$ cat config.mk
export PLATFORM = sky130hd
export DESIGN_NAME = prog_timer
export DESIGN_NICKNAME = d
export VERILOG_FILES = /design/src/rtl/tmr_pkg.sv /design/src/rtl/tmr_tick_gen.sv /design/src/rtl/tmr_core.sv /design/src/rtl/tmr_regs.sv /design/src/rtl/prog_timer.sv
export SDC_FILE = /design/constraint.sdc
export NUM_CORES = 1
export LEC_CHECK = 0
export BUFFER_PORTS_ARGS = -buffer_cell sky130_fd_sc_hd__buf_2
export CELL_PAD_IN_SITES_DETAIL_PLACEMENT = 0
export CELL_PAD_IN_SITES_GLOBAL_PLACEMENT = 1
export CORE_MARGIN = 2
export CORE_UTILIZATION = 48
export CTS_CLUSTER_DIAMETER = 80
export DETAILED_ROUTE_END_ITERATION = 7
export PLACE_DENSITY_LB_ADDON = 0.1
export SLEW_MARGIN = 25
export SYNTH_ARGS = -nofsm -noshare
export SYNTH_HDL_FRONTEND = slang
export SYNTH_SLANG_ARGS = --single-unit
export TNS_END_PERCENT = 30
$ cat constraint.sdc
create_clock -name clk -period 7.17 [get_ports clk]
set_input_delay 0.3585 -clock clk [delete_from_list [all_inputs] [get_ports clk]]
set_output_delay 0.3585 -clock clk [all_outputs]
set_load 0.01 [all_outputs]
$ cat src/rtl/tmr_pkg.sv
// Shared constants and register field layouts for the timer counter.
// Assumes byte offsets and field positions are fixed by software usage.
package tmr_pkg;
    localparam int OFS_CLK    = 'h00;
    localparam int OFS_RUN    = 'h0C;
    localparam int OFS_CNT    = 'h18;
    localparam int OFS_LIM    = 'h24;
    localparam int OFS_CMP0   = 'h30;
    localparam int CMP_STRIDE = 12;
    localparam int OFS_STAT   = 'h54;
    localparam int OFS_ENA    = 'h60;
    localparam int PRE_W      = 4;

    // source setup: bit0 prescale on, 4:1 exponent, 5 external, 6 falling edge
    typedef struct packed {
        logic             edge_fall;
        logic             src_ext;
        logic [PRE_W-1:0] pre_exp;
        logic             pre_on;
    } clk_cfg_t;

    // run control: bit0 halt .. bit6 waveform idle level
    typedef struct packed {
        logic wave_pol;
        logic wave_off;
        logic cnt_clr;
        logic match_on;
        logic dir_down;
        logic ival_on;
        logic halt;
    } run_cfg_t;

    localparam run_cfg_t RUN_RST = 7'h21;
endpackage

$ cat src/rtl/tmr_tick_gen.sv
// Count-source selection, external synchroniser/edge detect and prescaler.
// Assumes ext_in is asynchronous and slower than clk/2.
module tmr_tick_gen #(
    parameter int PRE_W = 4
) (
    input  logic             clk,
    input  logic             rst_n,
    input  logic             src_ext,
    input  logic             edge_fall,
    input  logic             pre_on,
    input  logic [PRE_W-1:0] pre_exp,
    input  logic             ext_in,
    output logic             adv
);
    localparam int DIV_W = (1 << PRE_W) + 1;

    logic             sync1, sync2, sync3;
    logic             src_tick;
    logic [DIV_W-1:0] psc;
    logic [DIV_W-1:0] div_mask;

    // two-stage synchroniser plus one history stage for edge detection
    always_ff @(posedge clk) begin
        if (!rst_n) begin
            sync1 <= 1'b0;
            sync2 <= 1'b0;
            sync3 <= 1'b0;
        end else begin
            sync1 <= ext_in;
            sync2 <= sync1;
            sync3 <= sync2;
        end
    end

    // pick the count source: every clock, or the selected external edge
    always_comb begin
        if (src_ext)
            src_tick = edge_fall ? (sync3 & ~sync2) : (sync2 & ~sync3);
        else
            src_tick = 1'b1;
    end

    // free-running source-tick counter used for division
    always_ff @(posedge clk) begin
        if (!rst_n)
            psc <= '0;
        else if (src_tick)
            psc <= psc + DIV_W'(1);
    end

    // advance once all low N+1 bits of the tick counter are ones
    always_comb begin
        div_mask = (DIV_W'(2) << pre_exp) - DIV_W'(1);
        adv      = src_tick && (!pre_on || ((psc & div_mask) == div_mask));
    end

    assert_prescale_gap_R10: assert property (@(posedge clk) disable iff (!rst_n)
        (pre_on && adv) |=> !(pre_on && $stable(pre_exp) && adv));
endmodule

$ cat src/rtl/tmr_core.sv
// Counter datapath: up/down stepping, free or limit wrap, compare events
// and the waveform flop. Assumes adv is a single-cycle enable.
module tmr_core #(
    parameter int CNT_W   = 16,
    parameter int NUM_CMP = 3
) (
    input  logic                           clk,
    input  logic                           rst_n,
    input  logic                           adv,
    input  logic                           clr,
    input  logic                           halt,
    input  logic                           ival_on,
    input  logic                           dir_down,
    input  logic                           match_on,
    input  logic                           wave_off,
    input  logic                           wave_pol,
    input  logic [CNT_W-1:0]               limit,
    input  logic [NUM_CMP-1:0][CNT_W-1:0]  cmp,
    output logic [CNT_W-1:0]               cnt,
    output logic                           evt_ival,
    output logic                           evt_ovf,
    output logic [NUM_CMP-1:0]             evt_cmp,
    output logic                           wave_out
);
    logic             step, at_end, wrap;
    logic [CNT_W-1:0] wrap_val, nxt;
    logic             wave_q;

    // next-value and end-of-range detection
    always_comb begin
        step = adv && !halt && !clr;
        if (dir_down)
            at_end = (cnt == '0);
        else
            at_end = ival_on ? (cnt == limit) : (cnt == '1);
        if (dir_down)
            wrap_val = ival_on ? limit : '1;
        else
            wrap_val = '0;
        nxt      = at_end ? wrap_val : (dir_down ? cnt - CNT_W'(1) : cnt + CNT_W'(1));
        wrap     = step && at_end;
        evt_ival = wrap && ival_on;
        evt_ovf  = wrap && !ival_on;
    end

    // one compare event per compare register
    for (genvar g = 0; g < NUM_CMP; g++) begin : g_cmp
        assign evt_cmp[g] = step && match_on && (nxt == cmp[g]);
    end

    // count register: reload has priority over stepping
    always_ff @(posedge clk) begin
        if (!rst_n)
            cnt <= '0;
        else if (clr)
            cnt <= dir_down ? limit : '0;
        else if (step)
            cnt <= nxt;
    end

    // waveform: idle level on wrap/reload/off, toggle on compare-0 event
    always_ff @(posedge clk) begin
        if (!rst_n)
            wave_q <= 1'b0;
        else if (wave_off || clr || wrap)
            wave_q <= wave_pol;
        else if (evt_cmp[0])
            wave_q <= ~wave_q;
    end

    assign wave_out = !wave_off && wave_q;

    assert_halt_hold_R12: assert property (@(posedge clk) disable iff (!rst_n)
        (halt && !clr) |=> $stable(cnt));
    assert_clr_load_R3: assert property (@(posedge clk) disable iff (!rst_n)
        clr |=> (cnt == ($past(dir_down) ? $past(limit) : '0)));
    assert_down_wrap_R4: assert property (@(posedge clk) disable iff (!rst_n)
        (adv && !halt && !clr && dir_down && !ival_on && cnt == '0) |=> (cnt == '1));
    assert_ival_wrap_R5: assert property (@(posedge clk) disable iff (!rst_n)
        (adv && !halt && !clr && ival_on && !dir_down && cnt == limit) |=> (cnt == '0));
endmodule

$ cat src/rtl/tmr_regs.sv
// Register window: setup registers, reload pulse, compare values,
// clear-on-read event flags and interrupt combine. Same-cycle read data.
module tmr_regs
    import tmr_pkg::*;
#(
    parameter int ADDR_W  = 8,
    parameter int DATA_W  = 32,
    parameter int CNT_W   = 16,
    parameter int NUM_CMP = 3,
    parameter int EVT_W   = NUM_CMP + 2
) (
    input  logic                          clk,
    input  logic                          rst_n,
    input  logic                          wr_en,
    input  logic                          rd_en,
    input  logic [ADDR_W-1:0]             addr,
    input  logic [DATA_W-1:0]             wdata,
    input  logic [CNT_W-1:0]              cnt,
    input  logic [EVT_W-1:0]              evt,
    output logic [DATA_W-1:0]             rdata,
    output clk_cfg_t                      clk_cfg,
    output run_cfg_t                      run_cfg,
    output logic [CNT_W-1:0]              limit,
    output logic [NUM_CMP-1:0][CNT_W-1:0] cmp,
    output logic                          irq
);
    logic             sel_clk, sel_run, sel_lim, sel_stat, sel_ena, rd_stat;
    logic [NUM_CMP-1:0] sel_cmp;
    clk_cfg_t         clk_q;
    run_cfg_t         run_q;
    logic             clr_q;
    logic [EVT_W-1:0] flags, ena;
    logic             unused_wdata;

    assign unused_wdata = ^wdata[DATA_W-1:CNT_W];

    // address decode
    always_comb begin
        sel_clk  = (addr == ADDR_W'(OFS_CLK));
        sel_run  = (addr == ADDR_W'(OFS_RUN));
        sel_lim  = (addr == ADDR_W'(OFS_LIM));
        sel_stat = (addr == ADDR_W'(OFS_STAT));
        sel_ena  = (addr == ADDR_W'(OFS_ENA));
        rd_stat  = rd_en && sel_stat;
    end

    for (genvar g = 0; g < NUM_CMP; g++) begin : g_cmp
        assign sel_cmp[g] = (addr == ADDR_W'(OFS_CMP0 + g * CMP_STRIDE));

        // compare value storage
        always_ff @(posedge clk) begin
            if (!rst_n)
                cmp[g] <= '0;
            else if (wr_en && sel_cmp[g])
                cmp[g] <= wdata[CNT_W-1:0];
        end
    end

    // setup registers and the one-cycle reload pulse
    always_ff @(posedge clk) begin
        if (!rst_n) begin
            clk_q <= '0;
            run_q <= RUN_RST;
            clr_q <= 1'b0;
            limit <= '0;
            ena   <= '0;
        end else begin
            clr_q <= 1'b0;
            if (wr_en && sel_clk)
                clk_q <= clk_cfg_t'(wdata[6:0]);
            if (wr_en && sel_run) begin
                run_q         <= run_cfg_t'(wdata[6:0]);
                run_q.cnt_clr <= 1'b0;
                clr_q         <= wdata[4];
            end
            if (wr_en && sel_lim)
                limit <= wdata[CNT_W-1:0];
            if (wr_en && sel_ena)
                ena <= wdata[EVT_W-1:0];
        end
    end

    // event flags: set by hardware, cleared by a status read, set wins
    always_ff @(posedge clk) begin
        if (!rst_n)
            flags <= '0;
        else
            flags <= (rd_stat ? '0 : flags) | evt;
    end

    // expose the reload pulse in the run-control view
    always_comb begin
        clk_cfg         = clk_q;
        run_cfg         = run_q;
        run_cfg.cnt_clr = clr_q;
        irq             = |(flags & ena);
    end

    // same-cycle read multiplexer
    always_comb begin
        rdata = '0;
        if (sel_clk)  rdata = DATA_W'(clk_q);
        if (sel_run)  rdata = DATA_W'(run_q);
        if (addr == ADDR_W'(OFS_CNT)) rdata = DATA_W'(cnt);
        if (sel_lim)  rdata = DATA_W'(limit);
        if (sel_stat) rdata = DATA_W'(flags);
        if (sel_ena)  rdata = DATA_W'(ena);
        for (int i = 0; i < NUM_CMP; i++)
            if (sel_cmp[i]) rdata = DATA_W'(cmp[i]);
    end

    assert_read_clear_R7: assert property (@(posedge clk) disable iff (!rst_n)
        (rd_stat && evt == '0) |=> (flags == '0));
endmodule

$ cat src/rtl/prog_timer.sv
// Top level of the timer counter: ties the register window, the tick
// generator and the counter datapath together. Single clock domain.
module prog_timer
    import tmr_pkg::*;
#(
    parameter int ADDR_W  = 8,
    parameter int DATA_W  = 32,
    parameter int CNT_W   = 16,
    parameter int NUM_CMP = 3
) (
    input  logic              clk,
    input  logic              rst_n,
    input  logic              wr_en,
    input  logic              rd_en,
    input  logic [ADDR_W-1:0] addr,
    input  logic [DATA_W-1:0] wdata,
    output logic [DATA_W-1:0] rdata,
    input  logic              ext_in,
    output logic              irq,
    output logic              wave_out
);
    localparam int EVT_W = NUM_CMP + 2;

    clk_cfg_t                      clk_cfg;
    run_cfg_t                      run_cfg;
    logic [CNT_W-1:0]              limit, cnt;
    logic [NUM_CMP-1:0][CNT_W-1:0] cmp;
    logic                          adv, evt_ival, evt_ovf;
    logic [NUM_CMP-1:0]            evt_cmp;
    logic [EVT_W-1:0]              evt;

    // status bit order: bit0 limit wrap, compare events, top bit overflow
    assign evt = {evt_ovf, evt_cmp, evt_ival};

    tmr_regs #(
        .ADDR_W(ADDR_W), .DATA_W(DATA_W), .CNT_W(CNT_W),
        .NUM_CMP(NUM_CMP), .EVT_W(EVT_W)
    ) u_regs (
        .clk(clk), .rst_n(rst_n), .wr_en(wr_en), .rd_en(rd_en),
        .addr(addr), .wdata(wdata), .cnt(cnt), .evt(evt),
        .rdata(rdata), .clk_cfg(clk_cfg), .run_cfg(run_cfg),
        .limit(limit), .cmp(cmp), .irq(irq)
    );

    tmr_tick_gen #(.PRE_W(PRE_W)) u_tick (
        .clk(clk), .rst_n(rst_n),
        .src_ext(clk_cfg.src_ext), .edge_fall(clk_cfg.edge_fall),
        .pre_on(clk_cfg.pre_on), .pre_exp(clk_cfg.pre_exp),
        .ext_in(ext_in), .adv(adv)
    );

    tmr_core #(.CNT_W(CNT_W), .NUM_CMP(NUM_CMP)) u_core (
        .clk(clk), .rst_n(rst_n), .adv(adv), .clr(run_cfg.cnt_clr),
        .halt(run_cfg.halt), .ival_on(run_cfg.ival_on),
        .dir_down(run_cfg.dir_down), .match_on(run_cfg.match_on),
        .wave_off(run_cfg.wave_off), .wave_pol(run_cfg.wave_pol),
        .limit(limit), .cmp(cmp), .cnt(cnt),
        .evt_ival(evt_ival), .evt_ovf(evt_ovf), .evt_cmp(evt_cmp),
        .wave_out(wave_out)
    );
endmodule

==> results.ini, run 1 <==
[worst_setup_path]
crit_chain = ha_1, a21oi_1, o31ai_1, a221oi_2, o221ai_1, and4_1, or4_1, xnor2_1, nor2_1, nand4b_4, xor2_1, a21oi_1
r2r-start = u_regs.run_cfg[2]
crit_type = register to register
cp_data_arrival_time_ps = 4440
cp-end-kind = register
crit_buf_inv = 0
slowest_delay_ps = 670
path_max_fanout = 15
timing.critical_path.mode_cell = a21oi_1
setup.worst_path.start_class = register
r2r_slack_ps = 3090
critPathSlowestCell = dfxtp_1
cp.required_ps = 7530
r2r-end = u_core.wave_q
r2r_cells = 12
cp_top_family = simple AND/OR/NAND/NOR gates

[clocking]
clock_tree.root_cell = clkbuf_16
htreeDepth = 4
cts_sinks = 124
clk_pin_slew_ps = 60
clk_latency_ps = 430
post_cts_buffers = 0
cts_hold_buf = 0
cts.repair.resized = 0
cts_tree = yes
clk_path_buf_depth = 2
numCtsBuffers = 17

[yosys]
synth.most_common_cell = nand2_1
syn-cell-area_mm2 = 0.00818
ys_seq_elements = 124
synth_edf_count = 0
synth_top_family_by_area = simple AND/OR/NAND/NOR gates
ys_top_cells_by_count = nand2_1, dfxtp_1, a21oi_1
postSynthCellCount = 1072
synth_compound_area_share_pct = 23.4
synthDistinctLibCells = 91
synthArstFlopShare_pct = 0
ys_top_cells_by_area = dfxtp_1, nand2_1, a21oi_1
synth-simple-area-share_pct = 27.6
ys_seq_area_share_pct = 30.3
avgSynthCellArea_um2 = 7.63
synthAdderAreaFrac_pct = 2.69
synth_xor_area_share_pct = 7.49
yosysWarnings = 0
synthMuxAreaShare_pct = 2.68
synthFlopType = dfxtp_1
netlist.area_leader.share_pct = 30.3
post-synth-top-area-cell = dfxtp_1

[final_layout]
antenna_cells = 0
drive_gt1_share_pct = 11.1
final_nets = 1142
final_cells = 1313
fill_cells = 1657
multi_input_area_mm2 = 0.00529
final_util_pct = 54.1
final_area_mm2 = 0.00901
area_delta_synth_final_pct = 10.1
regArea_mm2 = 0.00248

[pwr]
powerDensity_mw_per_mm2 = 180
vdd_drop_max_mv = 0.178
leakagePower_nw = 3.33

[floorplanning]
fp.dieW_um = 135
core_mm2 = 0.0166
die_area_mm2 = 0.0181
rows = 47
initial_core_util_pct = 49.2
pin_count = 79
fp.dieH_um = 135

[global_routing]
gr-total-overflow = 0
grt_pass1_wl_mm = 41.1
grt_use_total_pct = 29.4
grt_pass1_vias = 7370
grt_max_degree = 101
antenna_found_initial = 0

[sta]
hold_slack_ps = 142
period_share_pct = 56.9
slew_violations = 0
rsz0062_at_grt = false
fin_crit_ps = 4080
hold_violations = 0
finalSetupViolations = 0
relSlewSlack_pct = 30.6
fmax_mhz = 245
tns_ps = 0
tightest_slew_ps = 1010
finalClockSkew_ps = 8.94

[route]
via_count = 7896
ant_nets = 0
dr.pass1.iters = 5
drt-total-wl_mm = 26.2
viasPerCell = 6.01
wl_per_cell_um = 19.9
drc = 0
drtIter0Drc = 757

[placed_design]
placed_cell_area_mm2 = 0.00841
place_hpwl_mm = 18.6
routabilityCongestion = 0.905
io_buffers = 46
dp.cells = 1281

[job]
drv_cap = 0

[min_path]
min_from = ext_in
whs_endpoint = u_tick.sync1
worst_hold_path.num_cells = 2
min_path_type = input pin to register

[run_status]
status = finished, final reports clean

cells by family (layout without fill, tap and decap cells):
kind of cell | Yosys count | count (layout)
adder cells (fa/ha/maj) | 17 | 17
AND/OR/NAND/NOR | 458 | 458
multiplexers | 18 | 18
AO/OA/AOI/OAI | 288 | 288
flip-flops | 124 | 124
buffers and inverters | 96 | 102
XOR/XNOR | 70 | 70
other | 1 | 16
per-layer routing:
layer,routed length [um],global-route usage (%),vias to the layer above
li1,-,-,3857
met1,12000,41.2,3719
met2,11800,45.2,281
met3,1780,5.74,39
met4,555,10.4,0
met5,0,0,-
sequential cells by signal, indices dropped and copies added (netlist names):
| register | flops |
|---|---|
| u_tick.sync2 | 1 |
| u_regs.ena | 5 |
| u_regs.flags | 5 |
| u_tick.psc | 16 |
| u_core.wave_q | 1 |
| u_regs.clr_q | 1 |
| u_regs.limit | 16 |
| u_tick.sync1 | 1 |
| u_regs.clk_cfg | 7 |
| u_tick.sync3 | 1 |
| u_core.cnt | 16 |
| u_regs.run_cfg | 6 |
| u_regs.cmp | 48 |
layout by cell type, fill, tap and decap left out, types with 4 or more instances in the layout:
cell type   instances
a22oi_1            37
nand4_1            12
o32ai_1             7
buf_4              10
or3_1               6
clkbuf_16          17
and3_1             16
and2_1             10
mux2i_1            10
nand3_1            37
ha_1               16
a21oi_1           122
conb_1             16
a222oi_1            6
nor2_1             82
nand2_1           201
buf_2              46
mux2_2              4
a21o_1              9
nor3b_1             5
nand3b_1            5
nand2b_1           16
nor4_1              5
a211oi_1            4
nor2b_1             6
dfxtp_1           124
a221oi_1           15
a31oi_1            18
clkinvlp_4          4
clkinv_2            4
nor4bb_1            4
o31ai_1             7
nor4b_1             8
xor2_1             44
o21ai_0            21
xnor2_1            26
nor3_1             19
inv_1              11
where the power goes:
| part | internal [W] | switching (W) | leakage, nW |
|---|---|---|---|
| logic | 0.0000144 | 0.0000413 | 2.05 |
| clock network | 0.000538 | 0.000332 | 0.279 |
| registers | 0.000692 | 0.00000290 | 1.00 |
layout make-up:
type	instances	area share, %
clock inverters	10	1.26
flip-flops and latches	124	27.6
repair buffers	57	3.51
well taps	220	3.06
inverters	13	0.583
clock buffers	22	5.27
multi-input cells	867	58.8
how the worst max path moves through the flow:
stage                 startpoint  slack (ps)             to  depth (start not counted)
3_5_place_dp   u_regs.run_cfg[2]        3140  u_core.wave_q                         12
6_report       u_regs.run_cfg[2]        3090  u_core.wave_q                         12
3_3_place_gp   u_regs.run_cfg[2]        3210  u_core.wave_q                         12
4_1_cts        u_regs.run_cfg[2]        3110  u_core.wave_q                         12
5_1_grt        u_regs.run_cfg[2]        2770  u_core.wave_q                         12
2_1_floorplan  u_regs.run_cfg[2]        3740  u_core.wave_q                         14
metrics by stage:
stage | setup slack (ps) | total power, W
floorplan | 3740 | 0.000744
global placement | 3210 | 0.000764
detailed placement | 3140 | 0.000765
CTS | 3110 | 0.00163
global route | 2770 | 0.00166
finish | 3090 | 0.00162
No activity file was read; power rests on OpenSTA's default activity.
==> inputs of run 2 (changes only) <==
Settings changed: ABC_AREA set to 1, CORE_UTILIZATION 48 to 42.
Clock period 7.17 ns to 3.9 ns, I/O delays scaled along.
==> run 2 against run 1 <==
  * Critical path depth is 6 higher
  * Clock skew is 3.3 ps higher
  * Worst hold slack worse by 85 ps
  * Final cell count is 23% higher
  * Non-clock buffer count increased by 2
  * Critical endpoint unchanged
==> results.ini, run 2 <==
[final_layout]
final_cells = 1609
mostFrequentLayoutCell = nand2_1
antenna_cells = 0
regMostFlops = u_regs.cmp
regArea_mm2 = 0.00248
multi_input_area_mm2 = 0.00475
largest_reg_flops = 48
final_cell_mix = nand2_1, inv_1, nor2_1, dfxtp_1, a21oi_1
area_delta_synth_final_pct = 12.7
final_nets = 1398
fill_cells = 2069
drive_gt1_share_pct = 8.82

[run_status]
status = finished, final reports clean

[yosys]
synthMuxAreaShare_pct = 0
synth.most_common_cell = nand2_1
synthAdderAreaFrac_pct = 2.70
ys_seq_elements = 124
synth_edf_count = 0
post-synth-top-area-cell = dfxtp_1
synthDistinctLibCells = 50
ys_top_cells_by_count = nand2_1, inv_1, dfxtp_1, nor2_1, a21oi_1
netlist.area_leader.share_pct = 30.4
synth-simple-area-share_pct = 32.0
synthFlopType = dfxtp_1
synthArstFlopShare_pct = 0
synth_xor_area_share_pct = 3.22
synth_compound_area_share_pct = 19.6
postSynthCellCount = 1299
syn-cell-area_mm2 = 0.00816
synth_top_family_by_area = simple AND/OR/NAND/NOR gates
ys_seq_area_share_pct = 30.4
ys_top_cells_by_area = dfxtp_1, nand2_1, inv_1
yosysWarnings = 0
avgSynthCellArea_um2 = 6.28

[job]
drv_cap = 0

[clocking]
htreeDepth = 4
cts_sinks = 124
clock_tree.root_cell = clkbuf_16
numCtsBuffers = 17
clk_latency_ps = 430
post_cts_buffers = 0
clk_pin_slew_ps = 60
cts_tree = yes
clk_path_buf_depth = 2

[route]
wl_per_cell_um = 16.7
dr.pass1.iters = 6
ant_nets = 0
drt-total-wl_mm = 26.8
drc = 0
viasPerCell = 5.24
drtIter0Drc = 495
via_count = 8424

[pwr]
leakagePower_nw = 3.93
vdd_drop_max_mv = 0.340
powerDensity_mw_per_mm2 = 342

[placed_design]
dp.cells = 1576
routabilityCongestion = 0.930
place_hpwl_mm = 20.3
io_buffers = 46

[sta]
hold_slack_ps = 57.3
fin_crit_ps = 3430
tns_ps = 0
rsz0062_at_grt = false
period_share_pct = 88.0
slew_violations = 0
finalClockSkew_ps = 12.2
finalSetupViolations = 0
fmax_mhz = 291
hold_violations = 0
relSlewSlack_pct = 36.1
tightest_slew_ps = 956

[min_path]
min_path_type = input pin to register

[global_routing]
gr-total-overflow = 0
grt_pass1_wl_mm = 42.6
grt_max_degree = 75
antenna_found_initial = 0
grt_use_total_pct = 27.0
grt_pass1_vias = 7786

[worst_setup_path]
crit_buf_inv = 2
setup.worst_path.start_class = register
slowest_delay_ps = 890
critPathSlowestCell = dfxtp_1
cp-end-kind = register
crit_chain = ha_1, nand2_1, inv_1, a21oi_1, nand2_1, nand3b_1, nand3_1, nand2_1, nor2_1, nor2_1, xor2_1, nand2_1, nor2_1, nand2_1, nand2_1, nand3_1, nand2_1, inv_1
path_max_fanout = 21
cp.required_ps = 4230
crit_type = register to register
timing.critical_path.mode_cell = nand2_1
cp_top_family = simple AND/OR/NAND/NOR gates
cp_data_arrival_time_ps = 3760

[floorplanning]
fp.dieW_um = 143
die_area_mm2 = 0.0206
pin_count = 79
core_mm2 = 0.0189
rows = 50
initial_core_util_pct = 43.2
fp.dieH_um = 143

-- run 2: cells by family (layout without fill, tap and decap cells) --
group                    Yosys count  in the layout
AO/OA/AOI/OAI                    279            279
XOR/XNOR                          30             30
adder cells (fa/ha/maj)           17             17
buffers and inverters            233            268
flip-flops                       124            124
other                              1             16
AND/OR/NAND/NOR                  615            615
-- run 2: layout make-up --
| cell class | count | share of cell area, % |
|---|---|---|
| multi-input combinational | 957 | 51.7 |
| sequential | 124 | 27.0 |
| inverter | 177 | 7.22 |
| clock buffer | 20 | 4.97 |
| timing repair buffer | 59 | 3.59 |
| tap | 260 | 3.54 |
| clock inverter | 12 | 2.00 |
-- run 2: worst paths after layout --
path	endpoint	start	slack, ps	depth (start not counted)
worst min-delay path	u_regs.run_cfg[5]	wdata[5]	60	3
worst max-delay path	u_core.wave_q	u_regs.run_cfg[2]	470	18
worst max register to register	u_core.wave_q	u_regs.run_cfg[2]	470	18
worst min register to register	u_tick.sync2	u_tick.sync1	410	2
-- run 2: power breakdown --
group	switching (W)	internal (W)	leakage, nW
logic	0.0000848	0.0000320	2.63
registers	0.00000339	0.00127	1.00
clock network	0.000640	0.00111	0.308
total	0.000728	0.00241	3.93
-- run 2: stage by stage --
step	utilization (%)	area, um^2	total power, W	worst slack, ps
floorplan	-	8210	0.00138	1250
global placement	45.2	8550	0.00142	507
detailed placement	45.2	8550	0.00142	484
CTS	48.7	9200	0.00315	472
global route	48.7	9200	0.00322	101
finish	48.7	9200	0.00314	469
-- run 2: what timing repair did --
action	CTS	global route
endpoints found under the hold margin	1	0
hold buffers	1	0
gates resized for setup	0	0
-- run 2: worst reg2reg max path: stages, from the launching register on --
cell and delay, ps:
dfxtp_1 890, ha_1 450, nand2_1 140, inv_1 50, a21oi_1 180, nand2_1 120
nand3b_1 120, nand3_1 70, nand2_1 60, nor2_1 40, nor2_1 430, xor2_1 180
nand2_1 70, nor2_1 180, nand2_1 120, nand2_1 70, nand3_1 60, nand2_1 60
inv_1 30
-- run 2: metal layers --
| layer | wire length (um) | track usage [%] | vias to the layer above |
|---|---|---|---|
| met3 | 1360 | 4.13 | 36 |
| li1 | - | - | 4329 |
| met4 | 607 | 8.88 | 0 |
| met5 | 0 | 0 | - |
| met2 | 12200 | 43.8 | 230 |
| met1 | 12700 | 36.6 | 3829 |
==> inputs of run 3 (changes only) <==
Settings changed: SYNTH_HIERARCHICAL set to 1.
==> run 3 against run 2 <==
  * Final cell count grew 12%
  * Worst hold slack improved by 24 ps
  * Setup slack improved by 120 ps
  * Flip-flop and latch count is the same
  * Non-clock buffer count is 10 higher
  * Clock-buffer cell count decreased by 3
  * Synthesized area up 8.4%
  * Critical path type unchanged
  * Critical endpoint is now u_regs/flags[2]
  * Largest cell class unchanged
==> results.ini, run 3 <==
[pwr]
netSwitchingFraction_pct = 27.3
vdd_drop_max_mv = 0.255
seqPwrFrac_pct = 43.1
leakagePower_nw = 4.24
powerDensity_mw_per_mm2 = 302
p_int_w = 0.00215
clkPwrFrac_pct = 52.6
p_sw_w = 0.000809
power.share.combinational_pct = 4.3

[yosys]
synth.most_common_cell = nand2_1
avgSynthCellArea_um2 = 5.99
ys_seq_area_share_pct = 28.1
ys_seq_elements = 124
synthFlopType = dfxtp_1
synthDistinctLibCells = 46
synthArstFlopShare_pct = 0
syn-cell-area_mm2 = 0.00884
synth_edf_count = 0
ys_top_cells_by_area = dfxtp_1, nand2_1, nand3_1
postSynthCellCount = 1477
ys_top_cells_by_count = nand2_1, nand3_1, inv_1
yosysWarnings = 6
post-synth-top-area-cell = dfxtp_1
netlist.area_leader.share_pct = 28.1

[final_layout]
drive_gt1_share_pct = 9.50
final_cells = 1801
regMostFlops = u_regs/cmp
final_cell_mix = nand2_1, nand3_1, inv_1, nor2_1, dfxtp_1
largest_reg_flops = 48
area_delta_synth_final_pct = 11.0
mostFrequentLayoutCell = nand2_1
fill_cells = 2349
final_nets = 1575
antenna_cells = 0

[global_routing]
grt_pass1_wl_mm = 46.7
grt_use_total_pct = 26.8
antenna_found_initial = 0
grt_pass1_vias = 8667
grt_max_degree = 46
gr-total-overflow = 0

[placed_design]
routabilityCongestion = 0.888
io_buffers = 46
dp.cells = 1768
place_hpwl_mm = 22.3

[sta]
slew_violations = 0
rsz0062_at_grt = false
finalSetupViolations = 0
hold_violations = 0
fmax_mhz = 302
period_share_pct = 85.0
tightest_slew_ps = 843
fin_crit_ps = 3310
relSlewSlack_pct = 43.8
tns_ps = 0
finalClockSkew_ps = 13.6

[route]
drtIter0Drc = 731
viasPerCell = 5.26
via_count = 9467
wl_per_cell_um = 16.1
ant_nets = 0
drc = 0
dr.pass1.iters = 5
drt-total-wl_mm = 29.0

[floorplanning]
fp.dieH_um = 149
initial_core_util_pct = 42.5
core_mm2 = 0.0208
pin_count = 79
rows = 53
fp.dieW_um = 149
die_area_mm2 = 0.0222

[worst_setup_path]
cp-end-kind = register
cp.required_ps = 4250
setup.worst_path.start_class = register
cp_data_arrival_time_ps = 3660
crit_type = register to register
path_max_fanout = 7

[clocking]
clk_latency_ps = 420
htreeDepth = 4
numCtsBuffers = 17
clk_pin_slew_ps = 70
cts_tree = yes
cts_sinks = 124
clk_path_buf_depth = 2
clock_tree.root_cell = clkbuf_16

[run_status]
status = finished, final reports clean

[min_path]
min_path_type = input pin to register

[job]
drv_cap = 0

## run 3: cell count changes after synthesis, sizes merged, moves of 14 or more
cell    before  now
buf         26   46
nand2      344  436
nand3       97  187
nand4       13   27
nor2       130  173
o221ai      14    0
xor2        29    8
## run 3: critical path, stage by stage, from the launching register on
cell,delay [ps]
dfxtp_1,330
nor2_4,200
inv_2,60
nor2_2,120
inv_1,50
ha_1,260
nor2_1,30
nor2_1,90
nand3_1,80
nor2_1,100
nand2_1,70
nor2_1,80
nand3_1,100
a21oi_1,220
nand2_1,80
nor2_1,130
inv_1,90
nor2_2,230
o21ai_0,130
or3_1,380
nor2_1,110
nand3_1,70
nor2_1,90
a21oi_1,50
nor2_1,90
## run 3: kinds of logic after synthesis
group | count (synthesis) | share of synthesized area, %
adder cells (fa/ha/maj) | 17 | 2.49
XOR/XNOR | 20 | 1.98
AND/OR/NAND/NOR | 851 | 42.1
AO/OA/AOI/OAI | 220 | 13.2
other | 1 | 0.0424
flip-flops | 124 | 28.1
buffers and inverters | 244 | 12.2
## run 3: per-stage QoR
stage	instance area (um^2)	total power [W]	setup slack, ps	hold slack (ps)	utilization, %
floorplan	8900	0.00139	761	293	-
global placement	9230	0.00143	568	379	44.3
detailed placement	9230	0.00143	530	383	44.3
CTS	9810	0.00300	512	62.0	47.1
global route	9810	0.00307	114	87.6	47.1
finish	9810	0.00296	586	81.2	47.1
## run 3: area by class of cell
class	count	area (um^2)	area share, %
Multi-Input combinational cell	1124	5340	54.4
Timing Repair Buffer	69	405	4.13
Tap cell	275	344	3.51
Clock buffer	17	425	4.33
Inverter	177	664	6.77
Sequential cell	124	2480	25.3
Clock inverter	15	151	1.54
## run 3: final timing paths
kind	from	slack [ps]	cells after the start	endpoint
hold reg to reg	u_tick/sync1	410	2	u_tick/sync2
hold / removal	wdata[13]	80	3	u_regs/cmp[13]
setup reg to reg	u_regs/clk_cfg[4]	590	24	u_regs/flags[2]
setup / recovery	u_regs/clk_cfg[4]	590	24	u_regs/flags[2]
## run 3: metal layers
metal | up-vias | track usage (%) | part of all wire [%]
met5 | - | 0 | 0
met4 | 0 | 6.05 | 1.3
met3 | 24 | 3.21 | 5.7
met2 | 281 | 42.9 | 45
met1 | 4332 | 38.7 | 48
li1 | 4830 | - | -
## run 3: timing repair
item                       CTS  global route
resized for setup            0             1
setup buffers                0             0
hold buffers                 1             0
hold endpoints to repair     1             0
setup endpoints to repair    0             1
## run 3: power groups by stage
stage               Sequential [W]  Combinational, W  Clock [W]
floorplan                  0.00130         0.0000844          0
global placement           0.00131          0.000126          0
detailed placement         0.00131          0.000126          0
CTS                        0.00128          0.000127    0.00159
global route               0.00128          0.000145    0.00165
finish                     0.00128          0.000128    0.00156
